## config.mk

```make
export PLATFORM = sky130hd
export DESIGN_NAME = flit_crc_unit
export DESIGN_NICKNAME = d
export VERILOG_FILES = /design/src/rtl/flit_crc_pkg.sv /design/src/rtl/flit_crc_ctrl.sv /design/src/rtl/flit_crc_dp.sv /design/src/rtl/flit_crc_unit.sv
export SDC_FILE = /design/constraint.sdc
export NUM_CORES = 1
export LEC_CHECK = 0
export BUFFER_PORTS_ARGS = -buffer_cell sky130_fd_sc_hd__clkbuf_2
export CORE_MARGIN = 2
export CORE_UTILIZATION = 45
export CTS_CLUSTER_SIZE = 25
export DETAILED_ROUTE_END_ITERATION = 12
export PLACE_DENSITY = 0.78
export SYNTH_ARGS = -nofsm -noshare
export SYNTH_HDL_FRONTEND = slang
export SYNTH_SLANG_ARGS = --single-unit
```

## constraint.sdc

```tcl
create_clock -name clk -period 12 [get_ports clk]
set_input_delay 1.2 -clock clk [delete_from_list [all_inputs] [get_ports clk]]
set_output_delay 1.2 -clock clk [all_outputs]
set_load 0.03 [all_outputs]
```

## src/rtl/flit_crc_pkg.sv

```systemverilog
`timescale 1ns/1ps
package flit_crc_pkg;

  // Strobes from control to datapath
  typedef struct packed {
    logic load;     // capture a new result into the output register
    logic drop;     // output consumed with no replacement: clear the flag
    logic seedUpd;  // take the fresh remainder as next seed
    logic seedClr;  // return the seed to zero
  } crcStrb_t;

endpackage

```

## src/rtl/flit_crc_ctrl.sv

```systemverilog
`timescale 1ns/1ps
module flit_crc_ctrl
  import flit_crc_pkg::*;
(
  input  logic     clk,
  input  logic     rst_n,
  input  logic     inValid,
  input  logic     outReady,
  input  logic     rollEn,
  output logic     inReady,
  output logic     outValid,
  output crcStrb_t strb
);

  logic accept;

  assign inReady = !outValid || outReady;
  assign accept  = inValid && inReady;

  always_ff @(posedge clk) begin
    if (!rst_n) begin
      outValid <= 1'b0;
    end else if (accept) begin
      outValid <= 1'b1;
    end else if (outReady) begin
      outValid <= 1'b0;
    end
  end

  always_comb begin
    strb         = '0;
    strb.load    = accept;
    strb.drop    = outValid && outReady && !accept;
    strb.seedUpd = accept && rollEn;
    strb.seedClr = !rollEn;
  end

endmodule

```

## src/rtl/flit_crc_dp.sv

```systemverilog
`timescale 1ns/1ps
module flit_crc_dp
  import flit_crc_pkg::*;
#(
  parameter int           PHITS = 4,
  parameter int           PAY_W = 16,
  parameter int           CTL_W = 2,
  parameter int           CHK_W = 2,
  parameter logic [7:0]   POLY  = 8'h85,
  localparam int          SEG_W  = PAY_W + CTL_W,
  localparam int          PHIT_W = SEG_W + CHK_W,
  localparam int          FLIT_W = PHITS * PHIT_W,
  localparam int          INFO_W = PHITS * SEG_W,
  localparam int          CRC_W  = PHITS * CHK_W
) (
  input  logic              clk,
  input  logic              rst_n,
  input  crcStrb_t          strb,
  input  logic [FLIT_W-1:0] inFlit,
  input  logic              inCheck,
  input  logic              rollEn,
  output logic [FLIT_W-1:0] outFlit,
  output logic              outErr
);

  logic [INFO_W-1:0] infoVec;
  logic [CRC_W-1:0]  rxCrc;
  logic [CRC_W-1:0]  calcCrc;
  logic [CRC_W-1:0]  seedReg;
  logic [CRC_W-1:0]  seedVal;
  logic [FLIT_W-1:0] genFlit;

  // Field split and merge, one slice per phit
  for (genvar p = 0; p < PHITS; p++) begin : g_phit
    assign infoVec[p*SEG_W +: SEG_W]  = inFlit[p*PHIT_W +: SEG_W];
    assign rxCrc[p*CHK_W +: CHK_W]    = inFlit[p*PHIT_W + SEG_W +: CHK_W];
    assign genFlit[p*PHIT_W +: PHIT_W] = {calcCrc[p*CHK_W +: CHK_W],
                                          infoVec[p*SEG_W +: SEG_W]};
  end

  assign seedVal = rollEn ? seedReg : '0;

  // Whole-word division, most significant information bit first
  always_comb begin
    logic [CRC_W-1:0] rem;
    logic             fb;
    rem = seedVal;
    for (int i = INFO_W - 1; i >= 0; i--) begin
      fb  = rem[CRC_W-1] ^ infoVec[i];
      rem = {rem[CRC_W-2:0], 1'b0};
      if (fb) rem = rem ^ POLY;
    end
    calcCrc = rem;
  end

  always_ff @(posedge clk) begin
    if (!rst_n) begin
      outFlit <= '0;
      outErr  <= 1'b0;
    end else if (strb.load) begin
      outFlit <= inCheck ? inFlit : genFlit;
      outErr  <= inCheck && (calcCrc != rxCrc);
    end else if (strb.drop) begin
      outErr  <= 1'b0;
    end
  end

  always_ff @(posedge clk) begin
    if (!rst_n || strb.seedClr) begin
      seedReg <= '0;
    end else if (strb.seedUpd) begin
      seedReg <= calcCrc;
    end
  end

endmodule

```

## src/rtl/flit_crc_unit.sv

```systemverilog
`timescale 1ns/1ps
module flit_crc_unit
  import flit_crc_pkg::*;
#(
  parameter int         PHITS = 4,
  parameter int         PAY_W = 16,
  parameter int         CTL_W = 2,
  parameter int         CHK_W = 2,
  parameter logic [7:0] POLY  = 8'h85,
  localparam int        FLIT_W = PHITS * (PAY_W + CTL_W + CHK_W)
) (
  input  logic              clk,
  input  logic              rst_n,
  input  logic              inValid,
  output logic              inReady,
  input  logic [FLIT_W-1:0] inFlit,
  input  logic              inCheck,
  input  logic              rollEn,
  output logic              outValid,
  input  logic              outReady,
  output logic [FLIT_W-1:0] outFlit,
  output logic              outErr
);

  crcStrb_t strb;

  flit_crc_ctrl u_ctrl (
    .clk      (clk),
    .rst_n    (rst_n),
    .inValid  (inValid),
    .outReady (outReady),
    .rollEn   (rollEn),
    .inReady  (inReady),
    .outValid (outValid),
    .strb     (strb)
  );

  flit_crc_dp #(
    .PHITS (PHITS),
    .PAY_W (PAY_W),
    .CTL_W (CTL_W),
    .CHK_W (CHK_W),
    .POLY  (POLY)
  ) u_dp (
    .clk     (clk),
    .rst_n   (rst_n),
    .strb    (strb),
    .inFlit  (inFlit),
    .inCheck (inCheck),
    .rollEn  (rollEn),
    .outFlit (outFlit),
    .outErr  (outErr)
  );

endmodule

```

After elaboration in Yosys (flattened, before gate mapping)
Cells that the tools add are included.
{ "classes": {"n_eq_ne": 1, "n_bitwise": 144, "mux": 78, "n_reduce_logical": 13} }
{ "op_table": {"columns": ["cell", "n"], "rows": [
  ["two-way mux 8 bit", 73],
  ["NOT 3 bit", 72],
  ["two-way mux 80 bit", 1],
  ["bitwise XOR 1 bit", 72],
  ["inequality test 8 bit", 1],
  ["logical AND 1 bit", 5],
  ["logical NOT 1 bit", 4],
  ["two-way mux 1 bit", 4],
  ["nonzero test 2 bit", 2],
  ["logical OR 1 bit", 2]
]} }
{ "totals": {"reg_bits": 90} }

Logic depth before layout (Yosys ltp)
{ "depth": {"depth_word": 148, "depth_mapped": 13, "mapped_depth_nobuf": 12} }

By module
From an unflattened synthesis, not the netlist that was laid out.
{ "unflattened": {"cells_unflattened": 532, "area_unflattened_um2": 6075.8} }
{ "modules_own_cells": {"columns": ["module", "cells_per_inst", "area_per_inst_um2", "n_inst"], "rows": [
  ["flit_crc_dp", 523, 6000.8, 1],
  ["flit_crc_ctrl", 9, 75.1, 1]
]} }

Least setup slack after synthesis
OpenSTA, ideal clock, no wires.
{ "synth_timing": {"path_type": "input port to flip-flop", "startpoint": "input inFlit[66]", "endpoint": "register u_dp.outFlit[79]", "arrival_ps": 5025, "path_buffers": 0, "cell_stages": 12, "slack_ps": 6909, "required_time_ps": 11934, "cell_sequence": "xor2_2 > xnor3_1 > xnor3_2 > xnor2_1 > xnor3_1 > xnor3_1 > xor2_1 > xor3_1 > xnor2_4 > xnor3_1 > mux2_2 > a21oi_2"} }
{ "synth_via": {"elab_chain_cells": 123} }
{ "synth_rtl": {"columns": ["element", "line_no", "source"], "rows": [
  ["start: declaration", "flit_crc_unit.sv:16", "input logic [FLIT_W-1:0] inFlit,"],
  ["bitwise XOR 1 bit (*)", "flit_crc_dp.sv:49", "fb = rem[CRC_W-1] ^ infoVec[i];"],
  ["two-way mux 8 bit (*)", "flit_crc_dp.sv:51", "if (fb) rem = rem ^ POLY;"],
  ["bitwise XOR 1 bit", "flit_crc_dp.sv:49", null],
  ["two-way mux 8 bit (*)", "flit_crc_dp.sv:51", null],
  ["bitwise XOR 1 bit", "flit_crc_dp.sv:49", null],
  ["two-way mux 8 bit (*)", "flit_crc_dp.sv:51", null],
  ["bitwise XOR 1 bit", "flit_crc_dp.sv:49", null],
  ["two-way mux 8 bit (*)", "flit_crc_dp.sv:51", null],
  ["(+107 left out)", null, null],
  ["two-way mux 8 bit (*)", "flit_crc_dp.sv:51", null],
  ["bitwise XOR 1 bit", "flit_crc_dp.sv:49", null],
  ["two-way mux 8 bit (*)", "flit_crc_dp.sv:51", null],
  ["bitwise XOR 1 bit", "flit_crc_dp.sv:49", null],
  ["two-way mux 8 bit (*)", "flit_crc_dp.sv:51", null],
  ["bitwise XOR 1 bit", "flit_crc_dp.sv:49", null],
  ["two-way mux 8 bit (*)", "flit_crc_dp.sv:51", null],
  ["two-way mux 80 bit (*)", "flit_crc_dp.sv:61", "outFlit <= inCheck ? inFlit : genFlit;"],
  ["end signal: assignment", "flit_crc_dp.sv:61", null],
  ["end: declaration", "flit_crc_dp.sv:22", "output logic [FLIT_W-1:0] outFlit,"]
]} }
Every way passes the cells marked *; elsewhere a longest branch is shown, timed or not.
A chain may end at the register's enable or synchronous reset.

Worst setup path after layout
{ "layout_timing": {"startpoint": "input inFlit[72]", "endpoint": "register u_dp.outFlit[79]"} }
{ "layout_via": {"elab_chain_cells": 135} }
{ "layout_rtl": {"columns": ["element", "line_no"], "rows": [
  ["bitwise XOR 1 bit (*)", "flit_crc_dp.sv:49"],
  ["two-way mux 8 bit (*)", "flit_crc_dp.sv:51"],
  ["bitwise XOR 1 bit", "flit_crc_dp.sv:49"],
  ["two-way mux 8 bit (*)", "flit_crc_dp.sv:51"],
  ["bitwise XOR 1 bit", "flit_crc_dp.sv:49"],
  ["two-way mux 8 bit (*)", "flit_crc_dp.sv:51"],
  ["bitwise XOR 1 bit", "flit_crc_dp.sv:49"],
  ["two-way mux 8 bit (*)", "flit_crc_dp.sv:51"],
  ["(+119 left out)", null],
  ["two-way mux 8 bit (*)", "flit_crc_dp.sv:51"],
  ["bitwise XOR 1 bit", "flit_crc_dp.sv:49"],
  ["two-way mux 8 bit (*)", "flit_crc_dp.sv:51"],
  ["bitwise XOR 1 bit", "flit_crc_dp.sv:49"],
  ["two-way mux 8 bit (*)", "flit_crc_dp.sv:51"],
  ["bitwise XOR 1 bit", "flit_crc_dp.sv:49"],
  ["two-way mux 8 bit (*)", "flit_crc_dp.sv:51"],
  ["two-way mux 80 bit (*)", "flit_crc_dp.sv:61"]
]} }
Marks and branches as above.

==> summary.md <==
| Metric | Value |
|---|---|
| Status | `finished clean` |
| Syn_nets | `706` |
| N_diodes | `0` |
| First-pass GRT wire length | `23.4 mm` |
| CTS tree | `yes` |
| Iteration-0 DRC Markers | `226` |
| Vias in the first global route | `4499` |
| Clock Pin Slew Worst Setup and Hold Paths | `60 ps` |
| Compound-gate portion of the synthesized area | `12.3%` |
| CORE AREA | `12700 µm²` |
| Final setup viols | `0` |
| Clock buffer depth | `2` |
| Post-Synth Simple-Gate Area | `13.2%` |
| Initial antenna violation count | `0` |
| Global Route Usage Sum | `21.2%` |
| Register area share after synthesis | `30.6%` |
| Hold Path Sink | `u_dp.outFlit[70]` |
| Post_cts resized | `0` |
| Final Hold Vio Count | `0` |
| Synth Area in XOR/XNOR | `41.2%` |
| DRT antenna net count | `0` |
| Die height | `118 µm` |
| R2R Path Start | `u_dp.seedReg[2]` |
| Final wirelength | `14.7 mm` |
| Final setup TNS | `0 ps` |
| First-pass DRT Iterations | `4` |
| Max Cap Violations | `0` |
| Largest net degree at the start of global routing | `94` |
| Warnings, synthesis | `0` |
| Post-synthesis cell count | `620` |
| Most area-hungry cell type in the Yosys netlist | `dfxtp_1` |
| NumNets Final | `855` |
| Root Buffer | `clkbuf_16` |
| Total number of vias | `4647` |
| Wire per inst | `15.6 µm` |
| Synth-to-layout area growth | `21.8%` |
| Reg-to-Reg End | `u_dp.outFlit[79]` |
| Worst-path fanout max | `7` |
| CTS Buf Count | `9` |
| Post-CTS setup buffer count | `0` |
| Synth top area share | `30.6%` |
| Worst setup SP type | `input port` |
| Post-synthesis mux area share | `0.531%` |
| Post-synthesis instance area | `5890 µm²` |
| Main combinational cell family by area after synthesis | `XOR/XNOR gates` |
| Final Critical Period | `5170 ps` |
| RSZ-0062 raised after global routing | `no` |
| Max Fclk | `194 MHz` |
| CP Data Required Time | `12280 ps` |
| Yosys cell types | `34` |
| R2R cell count | `12` |
| R2r setup slk | `7520 ps` |
| Skew final | `6.47 ps` |
| Tcrit/Tclk final | `43.1%` |
| I/O pin count | `169` |
| H-tree Lvls | `3` |
| Hold Buf Count CTS | `0` |
| Via/cell ratio | `4.91` |
| Ratio of cells with drive above 1 in the final layout | `25.6%` |
| Critical path arrival | `5450 ps` |
| Min-delay src | `u_dp.outFlit[70]` |
| Final slew viol count | `0` |
| Worst-skew pair later-pin latency | `350 ps` |
| #FFs+latches synth | `90` |
| Post-detail-place hpwl | `11.3 mm` |
| Initial core utilization | `46.3%` |
| Critical path type | `in2reg` |
| Aggregate global routing overflow | `0` |
| Worst Tran Pin Value | `987 ps` |
| Leading post-synthesis cells by cell area | `dfxtp_1 31%, xnor2_1 16%, xnor3_1 14%` |
| Remaining routing DRC violations | `0` |
| DIE WIDTH | `118 µm` |
| Clock Sinks | `90` |
| Hold WC Path Type | `reg2reg` |
| Synth Area in Adders | `0%` |
| Worst Hold Path Cells | `2` |
| Die ar. | `14000 µm²` |
| Synthesized area per cell | `9.50 µm²` |
| Slew Limit Headroom | `34.2%` |
| Endpoint class of the critical path | `register` |
| IO Port Bufs | `168` |
| Routability cong. | `0.857` |
| Rows | `41` |
| CP startpoint | `inFlit[72]` |
## state kept, by name, indices dropped and copies added (netlist names)
signal           cells
u_dp.outErr          1
u_ctrl.outValid      1
u_dp.seedReg         8
u_dp.outFlit        80
## cell families (layout without fill, tap and decap cells)
| kind of cell | count (synthesis) | in the layout |
|---|---|---|
| compound gates | 98 | 98 |
| buf+inv | 34 | 188 |
| xor+xnor | 199 | 199 |
| mux | 3 | 3 |
| flops | 90 | 90 |
| simple gates | 196 | 196 |
## layout by cell type, fill, tap and decap left out, types with 3 or more instances in the layout
master and count:
a211oi_1 5, a21boi_0 77, and2_1 3, clkbuf_16 9, clkbuf_2 168, dfxtp_1 90, nand2_1 169, nor2_1 12
nor3_1 3, o211ai_1 3, o21ai_0 6, xnor2_1 106, xnor3_1 37, xnor3_2 5, xor2_1 43, xor3_1 4
## synthesized netlist by cell type (all sizes together)
cell / number
clkbuf: 30
a31oi: 1
o311a: 1
a21oi: 3
inv: 2
mux2: 1
nor4: 1
buf: 2
nor3: 3
o21ai: 6
xor3: 4
xnor3: 42
xor2: 44
or4b: 1
nor2: 12
o211a: 2
nand4: 1
nand2: 170
a21boi: 77
nand4b: 1
a211oi: 5
nand2b: 2
nor4bb: 1
dfxtp: 90
o211ai: 3
mux2i: 2
and2: 4
xnor2: 109
## cell type report
type	instances	area (µm²)
clock buffer	12	256
inverter	2	7.51
clock inverter	4	73.8
fill	1193	5550
sequential	90	1800
tap	172	215
timing repair buffer	170	856
multi-input combinational	496	3970
## per-layer routing
layer	track usage, %	part of all wire (%)	routed length, µm	vias up
li1	-	-	-	2314
met4	4.76	1.2	183	0
met2	33.9	46	6750	159
met3	7.63	8.0	1180	17
met1	27.4	45	6630	2157
met5	0	0	0	-
## worst max path at each step
stage                       endpoint  depth (start not counted)
CTS                 u_dp.outFlit[79]                         13
floorplan           u_dp.outFlit[79]                         12
global placement    u_dp.outFlit[79]                         13
detailed placement  u_dp.outFlit[79]                         13
finish              u_dp.outFlit[79]                         13
global route        u_dp.outFlit[79]                         13
## worst max-delay path, stage by stage
cell	delay, ps
clkbuf_2	140
xor2_2	230
xnor3_1	360
xnor3_2	270
xnor2_1	360
xnor3_1	480
xnor3_1	410
xor2_1	240
xor3_1	570
xnor2_4	310
xnor3_1	470
mux2_2	290
a21oi_2	120
## stage by stage
stage | cells | utilization [%] | worst slack [ps] | area [µm²] | hold slack, ps
6_report | 946 | 56.4 | 6830 | 7180 | 463
3_5_place_dp | 930 | 53.8 | 6470 | 6850 | 458
5_1_grt | 946 | 56.4 | 6620 | 7180 | 483
3_3_place_gp | 930 | 53.8 | 6580 | 6850 | 452
4_1_cts | 946 | 56.4 | 6830 | 7180 | 467
2_1_floorplan | 620 | - | 6910 | 5890 | 483
Power is left out: the tool's default activity adds up to more than one toggle a clock period on the data nets, which glitch-free logic cannot reach.
